### src/rtl/cbm_pkg.sv
package cbm_pkg;
  typedef enum logic [1:0] {
    ARR_COL   = 2'd0,
    ARR_ROW   = 2'd1,
    ARR_LOW   = 2'd2,
    ARR_HIGH  = 2'd3
  } arrange_e;

  localparam int unsigned CPU_AW   = 16;
  localparam int unsigned CPU_DW   = 8;
  localparam int unsigned PRG_OFFW = 13;
  localparam int unsigned CHR_OFFW = 10;
  localparam int unsigned PPU_AW   = 14;
endpackage

### src/rtl/cbm_bank_regs.sv
module cbm_bank_regs
  import cbm_pkg::*;
#(
  parameter int unsigned PRG_BANK_W = 5,
  parameter int unsigned CHR_BANK_W = 8,
  parameter int unsigned CHR_SLOTS  = 8
) (
  input  logic                             clk,
  input  logic                             rst_n,
  input  logic                             wr_en,
  input  logic [CPU_AW-1:0]                wr_addr,
  input  logic [CPU_DW-1:0]                wr_data,
  output logic [PRG_BANK_W-1:0]            prg_bank_a,
  output logic [PRG_BANK_W-1:0]            prg_bank_b,
  output logic [CHR_SLOTS*CHR_BANK_W-1:0]  chr_banks,
  output arrange_e                         arrange
);
  localparam int unsigned NIB_W  = CHR_BANK_W / 2;
  localparam int unsigned SLOT_W = $clog2(CHR_SLOTS);

  logic [3:0] page;
  logic       low_clear;
  logic       hit_prg_a, hit_prg_b, hit_arr, hit_chr;
  logic [1:0] chr_group;
  logic [SLOT_W-1:0] chr_slot;

  always_comb begin
    page      = wr_addr[15:12];
    low_clear = (wr_addr[11:2] == 10'd0);
    hit_prg_a = wr_en && low_clear && (page == 4'h8);
    hit_prg_b = wr_en && low_clear && (page == 4'hA);
    hit_arr   = wr_en && low_clear && (page == 4'h9);
    hit_chr   = wr_en && low_clear && (page >= 4'hB) && (page <= 4'hE);
    chr_group = 2'(page - 4'hB);
    chr_slot  = SLOT_W'({chr_group, wr_addr[1]});
  end

  // program bank registers
  logic [PRG_BANK_W-1:0] prg_a_nxt, prg_b_nxt;
  logic [1:0]            arr_nxt;
  logic [1:0]            arr_q;

  always_comb begin
    prg_a_nxt = wr_data[PRG_BANK_W-1:0];
    prg_b_nxt = wr_data[PRG_BANK_W-1:0];
    arr_nxt   = wr_data[1:0];
  end

  always_ff @(posedge clk or negedge rst_n) begin
    if (!rst_n) begin
      prg_bank_a <= '0;
      prg_bank_b <= '0;
      arr_q      <= '0;
    end else begin
      if (hit_prg_a) prg_bank_a <= prg_a_nxt;
      if (hit_prg_b) prg_bank_b <= prg_b_nxt;
      if (hit_arr)   arr_q      <= arr_nxt;
    end
  end

  assign arrange = arrange_e'(arr_q);

  // character slot banks, written one nibble at a time
  for (genvar s = 0; s < CHR_SLOTS; s++) begin : g_slot
    logic             en_lo, en_hi;
    logic [NIB_W-1:0] lo_q, hi_q, nib_nxt;

    always_comb begin
      en_lo   = hit_chr && (chr_slot == SLOT_W'(s)) && !wr_addr[0];
      en_hi   = hit_chr && (chr_slot == SLOT_W'(s)) &&  wr_addr[0];
      nib_nxt = wr_data[NIB_W-1:0];
    end

    always_ff @(posedge clk or negedge rst_n) begin
      if (!rst_n) begin
        lo_q <= '0;
        hi_q <= '0;
      end else begin
        if (en_lo) lo_q <= nib_nxt;
        if (en_hi) hi_q <= nib_nxt;
      end
    end

    assign chr_banks[s*CHR_BANK_W +: CHR_BANK_W] = {hi_q, lo_q};
  end
endmodule

### src/rtl/cbm_prg_map.sv
module cbm_prg_map
  import cbm_pkg::*;
#(
  parameter int unsigned PRG_BANK_W = 5
) (
  input  logic [CPU_AW-1:0]              cpu_addr,
  input  logic [PRG_BANK_W-1:0]          bank_a,
  input  logic [PRG_BANK_W-1:0]          bank_b,
  output logic [PRG_BANK_W+PRG_OFFW-1:0] prg_addr
);
  localparam logic [PRG_BANK_W-1:0] LAST_BANK = '1;
  localparam logic [PRG_BANK_W-1:0] NEXT_LAST = LAST_BANK - 1'b1;

  logic [PRG_BANK_W-1:0] bank_sel;

  always_comb begin
    unique case (cpu_addr[15:13])
      3'b100:  bank_sel = bank_a;
      3'b101:  bank_sel = bank_b;
      3'b110:  bank_sel = NEXT_LAST;
      3'b111:  bank_sel = LAST_BANK;
      default: bank_sel = bank_a;
    endcase
    prg_addr = {bank_sel, cpu_addr[PRG_OFFW-1:0]};
  end
endmodule

### src/rtl/cbm_ppu_map.sv
module cbm_ppu_map
  import cbm_pkg::*;
#(
  parameter int unsigned CHR_BANK_W = 8,
  parameter int unsigned CHR_SLOTS  = 8
) (
  input  logic [PPU_AW-1:0]               ppu_addr,
  input  logic [CHR_SLOTS*CHR_BANK_W-1:0] chr_banks,
  input  arrange_e                        arrange,
  output logic [CHR_BANK_W+CHR_OFFW-1:0]  chr_addr,
  output logic [CHR_OFFW:0]               vram_addr
);
  localparam int unsigned SLOT_W = $clog2(CHR_SLOTS);

  logic [SLOT_W-1:0]     slot;
  logic [CHR_BANK_W-1:0] bank;
  logic                  page_bit;

  always_comb begin
    slot = ppu_addr[CHR_OFFW +: SLOT_W];
    bank = chr_banks[slot*CHR_BANK_W +: CHR_BANK_W];
    chr_addr = {bank, ppu_addr[CHR_OFFW-1:0]};
  end

  always_comb begin
    unique case (arrange)
      ARR_COL:  page_bit = ppu_addr[10];
      ARR_ROW:  page_bit = ppu_addr[11];
      ARR_LOW:  page_bit = 1'b0;
      ARR_HIGH: page_bit = 1'b1;
      default:  page_bit = 1'b0;
    endcase
    vram_addr = {page_bit, ppu_addr[CHR_OFFW-1:0]};
  end
endmodule

### src/rtl/cbm_ram_window.sv
module cbm_ram_window
  import cbm_pkg::*;
(
  input  logic              clk,
  input  logic              rst_n,
  input  logic [CPU_AW-1:0] cpu_addr,
  input  logic [CPU_DW-1:0] cpu_wdata,
  input  logic              cpu_we,
  input  logic              ram_fitted,
  input  logic [CPU_DW-1:0] open_bus,
  input  logic [CPU_DW-1:0] ram_rdata,
  output logic [CPU_DW-1:0] cpu_rdata,
  output logic [12:0]       ram_addr,
  output logic              ram_we,
  output logic              latch_q
);
  logic in_window, in_latch, latch_en, latch_nxt;

  always_comb begin
    in_window = (cpu_addr[15:13] == 3'b011);
    in_latch  = (cpu_addr[15:12] == 4'h6);
    latch_en  = cpu_we && in_latch && !ram_fitted;
    latch_nxt = cpu_wdata[0];
    ram_addr  = cpu_addr[12:0];
    ram_we    = cpu_we && in_window && ram_fitted;
    if (in_window && ram_fitted)
      cpu_rdata = ram_rdata;
    else if (in_latch)
      cpu_rdata = open_bus | {{(CPU_DW-1){1'b0}}, latch_q};
    else
      cpu_rdata = open_bus;
  end

  always_ff @(posedge clk or negedge rst_n) begin
    if (!rst_n)        latch_q <= 1'b0;
    else if (latch_en) latch_q <= latch_nxt;
  end
endmodule

### src/rtl/cart_bank_mapper.sv
module cart_bank_mapper
  import cbm_pkg::*;
#(
  parameter int unsigned PRG_BANK_W = 5,
  parameter int unsigned CHR_BANK_W = 8,
  parameter int unsigned CHR_SLOTS  = 8
) (
  input  logic                                      clk,
  input  logic                                      rst_n,
  input  logic [15:0]                               cpu_addr,
  input  logic [7:0]                                cpu_wdata,
  input  logic                                      cpu_we,
  input  logic                                      ram_fitted,
  input  logic [7:0]                                open_bus,
  input  logic [7:0]                                ram_rdata,
  output logic [7:0]                                cpu_rdata,
  output logic [12:0]                               ram_addr,
  output logic                                      ram_we,
  output logic [PRG_BANK_W+12:0]                    prg_addr,
  input  logic [13:0]                               ppu_addr,
  output logic [CHR_BANK_W+9:0]                     chr_addr,
  output logic [10:0]                               vram_addr
);
  logic [1:0] rst_pipe;
  logic       rst_sync_n;

  always_ff @(posedge clk or negedge rst_n) begin
    if (!rst_n) rst_pipe <= 2'b00;
    else        rst_pipe <= {rst_pipe[0], 1'b1};
  end
  assign rst_sync_n = rst_pipe[1];

  logic [PRG_BANK_W-1:0]           prg_bank_a, prg_bank_b;
  logic [CHR_SLOTS*CHR_BANK_W-1:0] chr_banks;
  arrange_e                        arrange;
  logic                            latch_q;

  cbm_bank_regs #(
    .PRG_BANK_W(PRG_BANK_W), .CHR_BANK_W(CHR_BANK_W), .CHR_SLOTS(CHR_SLOTS)
  ) u_regs (
    .clk(clk), .rst_n(rst_sync_n), .wr_en(cpu_we), .wr_addr(cpu_addr),
    .wr_data(cpu_wdata), .prg_bank_a(prg_bank_a), .prg_bank_b(prg_bank_b),
    .chr_banks(chr_banks), .arrange(arrange)
  );

  cbm_prg_map #(.PRG_BANK_W(PRG_BANK_W)) u_prg (
    .cpu_addr(cpu_addr), .bank_a(prg_bank_a), .bank_b(prg_bank_b),
    .prg_addr(prg_addr)
  );

  cbm_ppu_map #(.CHR_BANK_W(CHR_BANK_W), .CHR_SLOTS(CHR_SLOTS)) u_ppu (
    .ppu_addr(ppu_addr), .chr_banks(chr_banks), .arrange(arrange),
    .chr_addr(chr_addr), .vram_addr(vram_addr)
  );

  cbm_ram_window u_ram (
    .clk(clk), .rst_n(rst_sync_n), .cpu_addr(cpu_addr), .cpu_wdata(cpu_wdata),
    .cpu_we(cpu_we), .ram_fitted(ram_fitted), .open_bus(open_bus),
    .ram_rdata(ram_rdata), .cpu_rdata(cpu_rdata), .ram_addr(ram_addr),
    .ram_we(ram_we), .latch_q(latch_q)
  );
endmodule

### config.mk
export PLATFORM = sky130hd
export DESIGN_NAME = cart_bank_mapper
export DESIGN_NICKNAME = d
export VERILOG_FILES = /design/src/rtl/cbm_pkg.sv /design/src/rtl/cbm_bank_regs.sv /design/src/rtl/cbm_prg_map.sv /design/src/rtl/cbm_ppu_map.sv /design/src/rtl/cbm_ram_window.sv /design/src/rtl/cart_bank_mapper.sv
export SDC_FILE = /design/constraint.sdc
export NUM_CORES = 1
export LEC_CHECK = 0
export ABC_AREA = 1
export CAP_MARGIN = 10
export CORE_UTILIZATION = 55
export CTS_BUF_LIST = sky130_fd_sc_hd__clkbuf_8
export DETAILED_ROUTE_END_ITERATION = 16
export PLACE_DENSITY_LB_ADDON = 0.3
export SETUP_SLACK_MARGIN = 0.3
export SLEW_MARGIN = 20
export SYNTH_ARGS = -nofsm -noshare
export SYNTH_HDL_FRONTEND = slang
export SYNTH_SLANG_ARGS = --single-unit
### constraint.sdc
create_clock -name clk -period 4.09 [get_ports clk]
set_input_delay 0.818 -clock clk [delete_from_list [all_inputs] [get_ports clk]]
set_output_delay 0.818 -clock clk [all_outputs]
set_load 0.1 [all_outputs]
==> results of run 1 <==
## stage by stage
stage / hold WS, ps / instance area (um2)
2_1_floorplan: 331 / 4840
3_3_place_gp: 336 / 5600
3_5_place_dp: 341 / 5600
4_1_cts: 370 / 5770
5_1_grt: 373 / 5780
6_report: 339 / 5780
## area by class of cell
class / instances / share of cell area
clock buffer: 10 / 0.0238
clock inverter: 6 / 0.00650
inverter: 29 / 0.0188
multi-input combinational: 406 / 0.379
sequential: 79 / 0.343
tap: 105 / 0.0227
timing repair buffer: 103 / 0.207
## cell usage in the layout, fill, tap and decap left out, drive strengths merged
| cell | instances |
|---|---|
| o31ai | 1 |
| conb | 1 |
| ha | 4 |
| nor2 | 44 |
| nand2 | 183 |
| a31oi | 2 |
| clkdlybuf4s50 | 43 |
| a21oi | 1 |
| nor3 | 8 |
| clkbuf | 10 |
| o22ai | 9 |
| dfrtp | 79 |
| clkinv | 3 |
| nand3 | 11 |
| buf | 60 |
| mux2 | 7 |
| mux2i | 8 |
| inv | 30 |
| clkinvlp | 2 |
| o21ai | 46 |
| nand4 | 81 |
## per-layer routing
layer / up-vias / share of wire
met4: 0 / 0.025
met3: 27 / 0.093
met1: 2023 / 0.40
li1: 2027 / -
met2: 241 / 0.49
met5: - / 0
## power groups by stage
stage,Sequential [mW],Clock (mW),Combinational [mW]
2_1_floorplan,0.812,0,0.433
4_1_cts,0.795,0.525,0.492
3_5_place_dp,0.810,0,0.491
6_report,0.794,0.519,0.491
3_3_place_gp,0.810,0,0.486
5_1_grt,0.797,0.560,0.513
## sequential cells by signal, summed over array words and instances (netlist names)
signal and flops:
u_ram.latch_q 1, u_regs.prg_bank_b 5, u_regs.g_slot.hi_q 32, rst_pipe 2, u_regs.g_slot.lo_q 32, u_regs.arrange 2
u_regs.prg_bank_a 5
## worst max-delay path, delay by kind of cell
family          cells  cell delay [ps]
compound gates      1              190
fa+ha+maj           1              290
buf+inv             4              950
simple gates        2              260
## cells by family after synthesis
family,share of synthesized area
DFF,0.409
adders and majority gates,0.0103
muxes,0.0329
and+or+nand+nor,0.342
AOI/OAI and AO/OA,0.0652
buffers and inverters,0.140
other,0.000775
## worst min-delay path by stage
stage	startpoint	endpoint	depth (start not counted)	slack, ps
6_report	rst_pipe[1]	u_regs.g_slot[1].lo_q[0]	0	340
5_1_grt	rst_pipe[0]	rst_pipe[1]	0	370
4_1_cts	rst_pipe[0]	rst_pipe[1]	0	370
3_5_place_dp	rst_pipe[0]	rst_pipe[1]	0	340
3_3_place_gp	rst_pipe[0]	rst_pipe[1]	0	340
2_1_floorplan	rst_pipe[0]	rst_pipe[1]	0	330
==> results.cfg, run 1 <==
[outcome]
status = finished clean

[layout]
multi_input_area_mm2 = 0.00219
nNetsFinal = 690
n_antenna_cell = 0
instances_no_fill = 738
areaGrowthSynthToFinish_pct = 19.5
drive_gt1_frac = 0.182
utilization = 0.689
n_fill_cell = 662
seq_area_mm2 = 0.00198

[timing]
rsz0062_at_grt = no
finClkSkew_ps = 8.79
hold_viol = 0
worst_pin_slew_ps = 911
worst_slack_ps = 757
slew_headroom = 0.391
max_freq_ghz = 0.300
period_minus_slack_ps = 3330
period_share = 0.815
setup_viol = 0
maxSlewViolCount = 0
finalSetupTns_ps = 0

[cts]
cts_tree = built
insertion_delay_ps = 360
clock_path_buffers = 2
clk_pin_slew_ps = 80
hold_buffers = 0
cts_inserted_buffers = 9
cts_sinks = 79
cts_resized = 0
post-cts-setup-buffers = 0
h-tree-depth = 3
cts-root-buf = clkbuf_8

[logic_synthesis]
yosysTopAreaCellShare = 0.409
ys_types = 31
synth.largest_area_cell = dfrtp_1
yosysSeqAreaShare = 0.409
async_flop_share = 1.00
syn_nets = 660
avgSynthCellArea_um2 = 8.09
synth_edf_count = 0
ys.flop_type = dfrtp_1
netlist_instances = 598
synth_area_mm2 = 0.00484
synth_area_leaders = dfrtp_1 (41%), nand2_1 (14%), nand4_1 (9.1%), buf_4 (7.8%), o21ai_0 (4.5%)
synth_common_cells = nand2_1 (181), dfrtp_1 (79), nand4_1 (70), buf_4 (50), o21ai_0 (43)
synth_seq_cells = 79
yosysMostFrequentCell = nand2_1
ys_warn_count = 0

[global_route]
busiest_layer = met2
grt_use_met1 = 0.367
grt_max_degree = 65
grt.met3_usage = 0.0608
grtUsageMet2 = 0.462
antenna_found_initial = 0
grt_pass1_wl_mm = 19.6
grt_usage = 0.282
globalRoute.totalOverflow = 0
grt_pass1_vias = 4106

[floorplan]
die_h_um = 95.8
ioPinCount = 127
die_area_mm2 = 0.00917
die_w_um = 95.8
core-area_mm2 = 0.00838
num_rows = 33
start_util = 0.577

[power]
ir_drop_mv = 0.205
p_int_mw = 1.16
switchingPower_mw = 0.643
leakage_nw = 2.92
power_mw = 1.80
combPwrFrac = 0.272
power.density_mw_per_mm2 = 312
swShare = 0.356
clkPwrFrac = 0.287
pwr-share-seq = 0.440

[critical_path]
startpoint_type = primary input
r2r_end = u_regs.arrange[1]
reg2reg_slack_ps = 2900
r2r-start = rst_pipe[1]
worstPathArrival_ps = 2520
slowest_stage = clkdlybuf4s50_1
r2r_cells = 1
end_kind = output pin
worstPathCellList = clkdlybuf4s50_1, inv_2, ha_1, inv_1, nor2_1, nand2_1, a31oi_2, buf_12
cp_slowest_stage_delay_ps = 470
startpoint = cpu_addr[12]
crit_type = in -> out
worst-path-max-fanout = 6
endpoint = cpu_rdata[0]
cp_data_required_time_ps = 3270

[placed_design]
dp_slack_ps = 735
dp_hpwl_mm = 8.15
port_buffers = 92
gp_congestion = 0.850
placedCellCount = 722

[route]
drt_iter0_drc = 396
wire_per_inst_um = 16.1
first_pass_iters = 6
via_count = 4318
totalWireLength_mm = 11.9
drc = 0
ant_nets = 0
viasPerCell = 5.85

[min_path]
hp-class = reg -> async

[run]
maxCapViolations = 0
No activity file was read; power rests on OpenSTA's default activity.
==> run 2, diff against run 1 <==
--- a/config.mk
+++ b/config.mk
@@ -7,7 +7,7 @@
 export LEC_CHECK = 0
 export ABC_AREA = 1
 export CAP_MARGIN = 10
-export CORE_UTILIZATION = 55
+export CORE_UTILIZATION = 46
 export CTS_BUF_LIST = sky130_fd_sc_hd__clkbuf_8
 export DETAILED_ROUTE_END_ITERATION = 16
 export PLACE_DENSITY_LB_ADDON = 0.3
==> constraint.sdc (replaced) <==
create_clock -name clk -period 2.8 [get_ports clk]
set_input_delay 0.56 -clock clk [delete_from_list [all_inputs] [get_ports clk]]
set_output_delay 0.56 -clock clk [all_outputs]
set_load 0.1 [all_outputs]
==> results.cfg, run 2 (same netlist as run 1, synthesis figures left out) <==
[outcome]
status = finished clean

[global_route]
busiest_layer = met2
grtUsageMet2 = 0.419
antenna_found_initial = 0
grt_usage = 0.247
grt.met3_usage = 0.0487
grt_max_degree = 78
grt_pass1_wl_mm = 21.3
grt_use_met1 = 0.306
globalRoute.totalOverflow = 0
grt_pass1_vias = 4413

[critical_path]
worstPathCellList = dlygate4sd2_1, bufbuf_16, o21ai_0, o31ai_2, buf_4, buf_12
worstPathArrival_ps = 1880
slowest_stage = bufbuf_16
end_kind = output pin
cpLargestDelayFamily = buffers and inverters
crit_type = in -> out
cp_num_buf_inv = 4
cp_slowest_stage_delay_ps = 310
cp_data_required_time_ps = 2240
startpoint_type = primary input
worst-path-max-fanout = 16

[run]
maxCapViolations = 0

[power]
power_mw = 2.93
leakage_nw = 3.21
ir_drop_mv = 0.303
power.density_mw_per_mm2 = 456

[floorplan]
num_rows = 37
ioPinCount = 127
start_util = 0.471
die_area_mm2 = 0.0109
core-area_mm2 = 0.0103
die_h_um = 105
die_w_um = 105

[route]
wire_per_inst_um = 16.2
totalWireLength_mm = 12.8
drc = 0
drt_iter0_drc = 309
first_pass_iters = 5
viasPerCell = 5.59
via_count = 4417
ant_nets = 0

[min_path]
hp-class = in -> async

[timing]
worst_pin_slew_ps = 993
period_minus_slack_ps = 2440
period_share = 0.871
setup_viol = 0
slew_headroom = 0.338
rsz0062_at_grt = no
hold_viol = 0
finalSetupTns_ps = 0
finClkSkew_ps = 7.89
maxSlewViolCount = 0
max_freq_ghz = 0.410

[layout]
n_antenna_cell = 0
mostFrequentLayoutCell = nand2_1
drive_gt1_frac = 0.220
mostFrequentLayoutCells = nand2_1 (179), dfrtp_1 (78), nand4_1 (70)
fin_area_mm2 = 0.00643
instances_no_fill = 790
utilization = 0.626
reg_top3 = u_regs.g_slot.hi_q: 32 flops, u_regs.g_slot.lo_q: 32 flops
nNetsFinal = 711
areaGrowthSynthToFinish_pct = 33.1

[placed_design]
placedCellCount = 772
dp_hpwl_mm = 8.60
placed_cell_area_mm2 = 0.00617
port_buffers = 92
gp_congestion = 0.876

[cts]
cts-root-buf = clkbuf_8
clock_path_buffers = 2
insertion_delay_ps = 360
cts_inserted_buffers = 9
post-cts-setup-buffers = 0
cts_sinks = 79
h-tree-depth = 3
cts_tree = built
clk_pin_slew_ps = 80
-- run 2: changes by cell type in the layout (fill, tap and decap cells not counted), sizes merged --
| cell | previous run | this run |
|---|---|---|
| buf | 60 | 80 |
| inv | 30 | 29 |
| bufbuf | 0 | 1 |
| clkinv | 3 | 4 |
| dlygate4sd2 | 0 | 6 |
| clkdlybuf4s50 | 43 | 37 |
| bufinv | 0 | 2 |
| clkinvlp | 2 | 0 |
-- run 2: power breakdown --
group	leakage (nW)	internal, mW	switching (mW)
logic	1.99	0.285	0.541
clock network	0.116	0.523	0.435
registers	1.10	1.15	0.00325
total	3.21	1.95	0.980
-- run 2: layout make-up --
class	count	area (um2)
Sequential cell	79	1980
Fill cell	875	3840
Multi-Input combinational cell	406	2210
Timing Repair Buffer	124	1750
Clock buffer	10	138
Inverter	29	109
Clock inverter	6	83.8
Tap cell	136	170
-- run 2: worst paths after layout --
| path | from | endpoint | slack [ps] | cells after the start |
|---|---|---|---|---|
| min in group clk | rst_pipe[0] | rst_pipe[1] | 370 | 0 |
| max in group asynchronous | rst_pipe[1] | u_regs.g_slot[2].hi_q[1] | 1650 | 1 |
| worst max-delay path | ppu_addr[11] | vram_addr[10] | 360 | 6 |
| worst min register to register | rst_pipe[0] | rst_pipe[1] | 370 | 0 |
| worst max register to register | rst_pipe[1] | u_regs.g_slot[2].hi_q[1] | 1650 | 1 |
| worst min-delay path | rst_n | rst_pipe[0] | 350 | 1 |
-- run 2: repair_timing --
item                                    4_1_cts  5_1_grt
resized for setup                            13        0
hold buffers                                  0        0
endpoints found under the setup margin       22        0
-- run 2: routing by layer --
layer | part of all wire | vias to the layer above | routed length (um)
met5 | 0 | - | 0
met3 | 0.077 | 34 | 982
met4 | 0.025 | 0 | 325
met2 | 0.50 | 190 | 6400
met1 | 0.40 | 2122 | 5080
li1 | - | 2071 | -
-- run 2: metrics by stage --
| step | worst slack, ps | hold slack [ps] |
|---|---|---|
| 2_1_floorplan | 194 | 264 |
| 3_3_place_gp | 124 | 338 |
| 3_5_place_dp | 47.8 | 346 |
| 4_1_cts | 348 | 350 |
| 5_1_grt | 300 | 350 |
| 6_report | 361 | 351 |
